### config.mk
export PLATFORM = sky130hd
export DESIGN_NAME = sumdown_watchdog
export DESIGN_NICKNAME = d
export VERILOG_FILES = /design/src/rtl/sdw_pkg.sv /design/src/rtl/sdw_remainder.sv /design/src/rtl/sdw_ctrl.sv /design/src/rtl/sumdown_watchdog.sv
export SDC_FILE = /design/constraint.sdc
export NUM_CORES = 1
export LEC_CHECK = 0
export BUFFER_PORTS_ARGS = -buffer_cell sky130_fd_sc_hd__buf_2
export CAP_MARGIN = 0
export CORE_MARGIN = 2
export CORE_UTILIZATION = 40
export CTS_BUF_LIST = sky130_fd_sc_hd__clkbuf_4 sky130_fd_sc_hd__clkbuf_8
export DETAILED_ROUTE_END_ITERATION = 8
export PLACE_DENSITY_LB_ADDON = 0.15
export SETUP_SLACK_MARGIN = 0.05
export SLEW_MARGIN = 10
export SYNTH_ARGS = -nofsm -noshare
export SYNTH_HDL_FRONTEND = slang
export SYNTH_SLANG_ARGS = --single-unit
export TNS_END_PERCENT = 30
### constraint.sdc
create_clock -name clk -period 4.6 [get_ports clk]
set_input_delay 0.23 -clock clk [delete_from_list [all_inputs] [get_ports clk]]
set_output_delay 0.23 -clock clk [all_outputs]
set_load 0.1 [all_outputs]
### src/rtl/sdw_pkg.sv
package sdw_pkg;
    typedef enum logic {
        ST_IDLE = 1'b0,
        ST_RUN  = 1'b1
    } sdw_state_e;
endpackage

### src/rtl/sdw_remainder.sv
module sdw_remainder #(
    parameter int INSTR_W = 8,
    parameter int GUARD_W = 8,
    localparam int REM_W  = INSTR_W + GUARD_W,
    localparam int REF_W  = REM_W - 1
) (
    input  logic               clk,
    input  logic               rst_n,
    input  logic               load_en,
    input  logic               sub_en,
    input  logic [REF_W-1:0]   ref_value,
    input  logic [INSTR_W-1:0] fetch_code,
    output logic               rem_zero,
    output logic               sub_neg
);
    logic [REM_W-1:0] rem_q;
    logic [REM_W-1:0] diff;

    // Sign lives in the top bit; the reference enters zero-extended.
    assign diff     = rem_q - {{GUARD_W{1'b0}}, fetch_code};
    assign sub_neg  = diff[REM_W-1];
    assign rem_zero = (rem_q == '0);

    always_ff @(posedge clk) begin
        if (!rst_n) begin
            rem_q <= '0;
        end else if (load_en) begin
            rem_q <= {1'b0, ref_value};
        end else if (sub_en) begin
            rem_q <= diff;
        end
    end
endmodule

### src/rtl/sdw_ctrl.sv
module sdw_ctrl
    import sdw_pkg::*;
(
    input  logic clk,
    input  logic rst_n,
    input  logic ref_load,
    input  logic fetch_valid,
    input  logic zero_check,
    input  logic rem_zero,
    input  logic sub_neg,
    output logic load_en,
    output logic sub_en,
    output logic block_active,
    output logic check_pass,
    output logic err_mismatch,
    output logic err_overrun
);
    sdw_state_e state_q, state_d;
    logic ev_check, ev_fetch, ev_over;
    logic pass_q, mis_q, over_q;

    // Command arbitration: load > zero check > fetch; idle ignores the rest.
    always_comb begin
        load_en  = ref_load;
        ev_check = 1'b0;
        ev_fetch = 1'b0;
        state_d  = state_q;
        unique case (state_q)
            ST_IDLE: begin
                if (ref_load) state_d = ST_RUN;
            end
            ST_RUN: begin
                if (!ref_load) begin
                    if (zero_check) begin
                        ev_check = 1'b1;
                        state_d  = ST_IDLE;
                    end else if (fetch_valid) begin
                        ev_fetch = 1'b1;
                        if (sub_neg) state_d = ST_IDLE;
                    end
                end
            end
        endcase
        ev_over = ev_fetch & sub_neg;
        sub_en  = ev_fetch & ~sub_neg;
    end

    always_ff @(posedge clk) begin
        if (!rst_n) state_q <= ST_IDLE;
        else        state_q <= state_d;
    end

    always_ff @(posedge clk) begin
        if (!rst_n) begin
            pass_q <= 1'b0;
            mis_q  <= 1'b0;
            over_q <= 1'b0;
        end else begin
            pass_q <= ev_check & rem_zero;
            if (ref_load) begin
                mis_q  <= 1'b0;
                over_q <= 1'b0;
            end else begin
                if (ev_check && !rem_zero) mis_q  <= 1'b1;
                if (ev_over)               over_q <= 1'b1;
            end
        end
    end

    assign block_active = (state_q == ST_RUN);
    assign check_pass   = pass_q;
    assign err_mismatch = mis_q;
    assign err_overrun  = over_q;
endmodule

### src/rtl/sumdown_watchdog.sv
module sumdown_watchdog #(
    parameter int INSTR_W = 8,
    parameter int GUARD_W = 8
) (
    input  logic                       clk,
    input  logic                       rst_n,
    input  logic                       ref_load,
    input  logic [INSTR_W+GUARD_W-2:0] ref_value,
    input  logic                       fetch_valid,
    input  logic [INSTR_W-1:0]         fetch_code,
    input  logic                       zero_check,
    output logic                       block_active,
    output logic                       check_pass,
    output logic                       err_mismatch,
    output logic                       err_overrun
);
    logic load_en, sub_en, rem_zero, sub_neg;

    sdw_remainder #(.INSTR_W(INSTR_W), .GUARD_W(GUARD_W)) u_rem (
        .clk        (clk),
        .rst_n      (rst_n),
        .load_en    (load_en),
        .sub_en     (sub_en),
        .ref_value  (ref_value),
        .fetch_code (fetch_code),
        .rem_zero   (rem_zero),
        .sub_neg    (sub_neg)
    );

    sdw_ctrl u_ctrl (
        .clk          (clk),
        .rst_n        (rst_n),
        .ref_load     (ref_load),
        .fetch_valid  (fetch_valid),
        .zero_check   (zero_check),
        .rem_zero     (rem_zero),
        .sub_neg      (sub_neg),
        .load_en      (load_en),
        .sub_en       (sub_en),
        .block_active (block_active),
        .check_pass   (check_pass),
        .err_mismatch (err_mismatch),
        .err_overrun  (err_overrun)
    );
endmodule

# After elaboration in Yosys (flattened, before gate mapping)

Index checks and enable logic that the tools add are counted.

Add/subtract/negate cells: 1
Muxes and demuxes: 15
Bitwise gates (word level): 6
Reduce and logical (&&, ||, !) cells: 5

Operator list:

| operator                                      | number |
|---|---|
| 15-bit two-way mux                            | 2 |
| 16-bit zero test                              | 1 |
| 16-bit by 8-bit subtractor with 16-bit output | 1 |
| 1-bit two-way mux                             | 12 |
| 1-bit AND                                     | 3 |
| 1-bit NOT                                     | 3 |
| 1-bit one-hot mux with 2 select lines         | 1 |
| 2-bit nonzero test                            | 1 |
| 2-bit OR reduction                            | 1 |
| 1-bit logical AND                             | 1 |
| 1-bit zero test                               | 1 |

Register bits: 20
Bits of input ports: 28
Word-level logic and storage cells: 33

# Depth between registers and ports, before layout

Depth in word-level cells: 7
Mapped depth: 10

# Modules after synthesis

A second synthesis with hierarchy kept.

Cells, all modules: 173
Area total of the unflattened synthesis: 1373.8 um^2

By module, submodules not included:

| module        | times used | cells an instance | area an instance (um^2) | seq. area each (um^2) |
|---|---|---|---|---|
| sdw_remainder | 1          | 154               | 1204.9                  | 320.3 |
| sdw_ctrl      | 1          | 19                | 168.9                   | 80.1 |

# Least setup slack after synthesis

Ideal clock, no wire load.

Path kind: register to register
Start point: reg u_ctrl.state_q (netlist: u_ctrl.block_active)
End point: reg u_rem.rem_q[12]
Library setup time: 0.074 ns
Arrival: 2.359 ns
Required time: 4.526 ns
Path slack: 2.167 ns
Stages on the path, launching flop included: 6
Path through: dfxtp_1 -> and4bb_2 -> nand3_1 -> or3_1 -> or4_1 -> a31oi_1

Longest elaborated chain between the ends: 3

Ends and longest elaborated chain:

| item                         | line                | RTL |
|---|---|---|
| start: declaration           | sdw_ctrl.sv:18      | `sdw_state_e state_q, state_d;` |
| start signal: assignment     | sdw_ctrl.sv:50      | `else state_q <= state_d;` |
| 1-bit two-way mux            | sdw_ctrl.sv:28      | `unique case (state_q)` |
| 1-bit AND                    | sdw_ctrl.sv:45      | `sub_en = ev_fetch & ~sub_neg;` |
| 2-bit nonzero test (no line) | --                  |  |
| end signal: assignment       | sdw_remainder.sv:28 | `rem_q <= {1'b0, ref_value};` |
| end signal: assignment       | sdw_remainder.sv:30 | `rem_q <= diff;` |
| end: declaration             | sdw_remainder.sv:16 | `logic [REM_W-1:0] rem_q;` |

Every way passes these cells.
A chain may end at the register's enable or synchronous reset.

# Worst setup path in the final report

Start point: reg u_rem.rem_q[0]
End point: reg u_rem.rem_q[14]

Longest elaborated chain between the ends: 4

Ends and longest elaborated chain:

| item                                            | line                | RTL |
|---|---|---|
| 16-bit by 8-bit subtractor with 16-bit output * | sdw_remainder.sv:20 | `assign diff = rem_q - {{GUARD_W{1'b0}}, fetch_code};` |
| 1-bit NOT                                       | sdw_ctrl.sv:45      |  |
| 1-bit AND                                       | sdw_ctrl.sv:45      |  |
| 2-bit nonzero test (no line)                    | --                  |  |

Every way passes the cells marked *; elsewhere a longest branch is shown, timed or not. The select of a mux whose other input is x is not followed.

==> summary.md <==
| Metric | Value |
|---|---|
| Worst path max stage delay | `0.49 ns` |
| Core area | `3420 um2` |
| Final Net Count | `243` |
| Final setup fails | `0` |
| Worst Path Arrival | `2.78 ns` |
| Most common cell in the synthesized netlist | `dfxtp_1` |
| HPWL after DPL | `2750 um` |
| Sw frac | `0.308` |
| Non-Filler Instances | `251` |
| Top delay family on crit path | `simple AND/OR/NAND/NOR gates` |
| Total negative slack | `0 ns` |
| Max Cap Viol | `0` |
| CP Launch Type | `flip-flop` |
| Die ar. | `4130 um2` |
| Routability cong. | `0.827` |
| Post-synth EDFFs | `0` |
| RSZ-0062 raised after global routing | `false` |
| Post-CTS Repair Setup Buffers | `0` |
| Fmax achieved | `395 MHz` |
| Crit share post-route | `0.550` |
| CTS tree | `done` |
| # hold bufs at CTS | `0` |
| Worst R2R Setup Slack | `2.07 ns` |
| Post-Place Setup Slack | `2.13 ns` |
| Yosys top cell by area | `dfxtp_1` |
| Clock root buffer | `clkbuf_4` |
| Slew @ Worst Pin | `0.564 ns` |
| Mapped Cells | `178` |
| DR DRC count | `0` |
| Seq/Total Area, Yosys | `0.276` |
| IO Count | `32` |
| Synth Register Bits | `20` |
| Clock power share | `0.323` |
| Clock transition at path regs | `0.12 ns` |
| Seq pwr share | `0.421` |
| Grt total ovfl | `0` |
| Syn_area_per_cell | `8.15 um2` |
| Post-synth top area share | `0.276` |
| Chip height | `64.2 um` |
| Most frequent CP cell | `inv_1` |
| First-pass iteration count of the detailed router | `4` |
| Initial Util | `0.425` |
| Row cnt | `21` |
| Clk sinks | `20` |
| Sw Pwr | `0.143 mW` |
| Slew headroom | `0.624` |
| CTS buffer count | `3` |
| CP Cell Sequence | `inv_1, ha_1, inv_1, fa_1, a211oi_1, o21bai_1, nand4_1, nand2_1, or4_1, a31oi_1` |
| Largest net degree at the start of global routing | `22` |
| Mapped Nets | `215` |
| Setup crit end kind | `flip-flop` |
| Worst Hold Class | `primary input to flip-flop` |
| Crit path max fanout | `8` |
| Clock latency on the worst-skew pair | `0.31 ns` |
| Worst vdd ir | `117 uV` |
| Buf/Inv on CP | `2` |
| All-Layer GR Usage | `0.191` |
| Count of different cell masters after synthesis | `45` |
| Post-Synthesis Cell Area | `1450 um2` |
| Clock skew | `0.00475 ns` |
| Post-DP Area | `1630 um2` |
| PortBufs | `31` |
| Final Hold Fails | `0` |
| P_leak | `0.690 nW` |
| Power density over the cells | `276 nW/um2` |
| WL/cell | `14.6 um` |
| Hold wc startpoint | `ref_value[9]` |
| Finished layout cell area | `1680 um2` |
| Largest cells by area after synthesis | `dfxtp_1 (28%), ha_1 (6.9%), nand2_1 (4.4%), o21ai_0 (4.1%), a31oi_1 (3.9%)` |
| Min-Delay Path Depth | `3` |
| Reg2Reg Depth | `10` |
| Worst Hold Endpoint | `u_rem.rem_q[9]$_SDFFE_PN0P_` |
| Resized Gates After CTS | `0` |
| Initial antenna violation count | `0` |
| Number of H-tree levels | `1` |
| Vias in the first global route | `1350` |
| Critical R2R Capture | `u_rem.rem_q[14]$_SDFFE_PN0P_` |
| Asr flop ratio synth | `0` |
| Max-slew violation count | `0` |
| Required @ worst endpoint | `4.84 ns` |
| Synth Flop Type | `dfxtp_1` |
| Start of the worst register-to-register path | `u_rem.rem_q[0]$_SDFFE_PN0P_` |
| Most instantiated cells after synthesis | `dfxtp_1 (20), nand2_1 (17), inv_1 (12), o21ai_0 (12), a21oi_1 (10)` |
| Placed cell count | `247` |
| Crit-path slowest cell | `or4_1` |
| Iter 0 DRT Violations | `120` |
| Setup ws final | `2.07 ns` |
| Status | `finished, final reports clean` |
| Crit path time final | `2.53 ns` |
| Setup CP Type | `flip-flop to flip-flop` |
| Via density | `5.71` |
| Share of layout cells above drive strength 1 | `0.210` |
| Comb pwr share | `0.256` |
| DRT Wirelength | `3670 um` |
| # fillers | `345` |
| CTS Buffer Depth | `2` |
| ANT cells | `0` |
| Synth-to-layout area growth | `16.0%` |
| Die span in x | `64.2 um` |
| Yosys warns | `0` |
| Antenna Violating Nets Remaining | `0` |
| Internal power | `0.322 mW` |
| Global-route wire length before repair | `6260 um` |
| DR vias | `1433` |
worst reg2reg max path: stages, from the launching register on:
cell,delay [ns]
dfxtp_1,0.35
inv_1,0.05
ha_1,0.14
inv_1,0.06
fa_1,0.42
a211oi_1,0.34
o21bai_1,0.17
nand4_1,0.12
nand2_1,0.15
or4_1,0.49
a31oi_1,0.19
cells in the final DEF, fill, tap and decap left out, types with 4 or more instances in the layout:
| master | count |
|---|---|
| nor2_1 | 7 |
| nand2b_1 | 7 |
| dfxtp_1 | 20 |
| o21ai_0 | 12 |
| inv_1 | 12 |
| o31ai_1 | 4 |
| nand3_1 | 7 |
| a21oi_1 | 10 |
| ha_1 | 8 |
| or4_1 | 4 |
| buf_2 | 31 |
| nand2_1 | 17 |
| nor3_1 | 6 |
| xnor2_1 | 6 |
| a31oi_1 | 9 |
| nand4_1 | 4 |
area by class of cell:
type | instances | area, um2 | share of cell area
inverter | 12 | 45.0 | 0.0267
multi-input combinational | 138 | 973 | 0.578
sequential | 20 | 400 | 0.238
clock inverter | 1 | 30.0 | 0.0178
clock buffer | 3 | 22.5 | 0.0134
timing repair buffer | 31 | 155 | 0.0921
tap | 46 | 57.6 | 0.0342
worst max-delay path by stage:
stage | start | to | slack (ns) | depth (start not counted)
4_1_cts | u_rem.rem_q[0]$_SDFFE_PN0P_ | u_rem.rem_q[14]$_SDFFE_PN0P_ | 2.09 | 10
5_1_grt | u_rem.rem_q[0]$_SDFFE_PN0P_ | u_rem.rem_q[14]$_SDFFE_PN0P_ | 1.83 | 10
3_5_place_dp | u_rem.rem_q[0]$_SDFFE_PN0P_ | u_rem.rem_q[12]$_SDFFE_PN0P_ | 2.13 | 10
2_1_floorplan | u_ctrl.block_active$_SDFF_PN0_ | u_rem.rem_q[12]$_SDFFE_PN0P_ | 2.17 | 5
6_report | u_rem.rem_q[0]$_SDFFE_PN0P_ | u_rem.rem_q[14]$_SDFFE_PN0P_ | 2.07 | 10
3_3_place_gp | u_rem.rem_q[0]$_SDFFE_PN0P_ | u_rem.rem_q[12]$_SDFFE_PN0P_ | 2.19 | 10
per-layer routing:
metal | track usage | up-vias | wire (um)
li1 | - | 722 | -
met1 | 0.251 | 663 | 1720
met2 | 0.313 | 37 | 1710
met3 | 0.0264 | 11 | 156
met4 | 0.0771 | 0 | 82
met5 | 0 | - | 0
power by group through the flow:
| stage | logic [mW] | registers (mW) | clock network [mW] |
|---|---|---|---|
| floorplan | 0.0841 | 0.202 | 0 |
| global placement | 0.117 | 0.199 | 0 |
| detailed placement | 0.118 | 0.199 | 0 |
| CTS | 0.119 | 0.196 | 0.153 |
| global route | 0.135 | 0.197 | 0.158 |
| finish | 0.119 | 0.196 | 0.150 |
cells by family after synthesis:
| family | count (synthesis) | synth area share |
|---|---|---|
| AOI/OAI and AO/OA | 58 | 0.298 |
| xor gates and xnor gates | 7 | 0.0422 |
| and+or+nand+nor | 64 | 0.247 |
| buffers and inverters | 20 | 0.0534 |
| adders and majority gates | 9 | 0.0828 |
| DFF | 20 | 0.276 |
state kept, by name (all words and copies together), names as in the netlist:
register             cells
u_rem.rem_q             16
u_ctrl.block_active      1
u_ctrl.check_pass        1
u_ctrl.err_mismatch      1
u_ctrl.err_overrun       1
per-stage QoR:
| step | power (mW) | hold WS, ns | util |
|---|---|---|---|
| after floorplan | 0.286 | 0.357 | - |
| after global placement | 0.317 | 0.454 | 0.478 |
| after detailed placement | 0.318 | 0.457 | 0.478 |
| after CTS | 0.468 | 0.134 | 0.493 |
| after global routing | 0.490 | 0.142 | 0.493 |
| final | 0.465 | 0.136 | 0.493 |
Power figures use the tool's default switching activity.
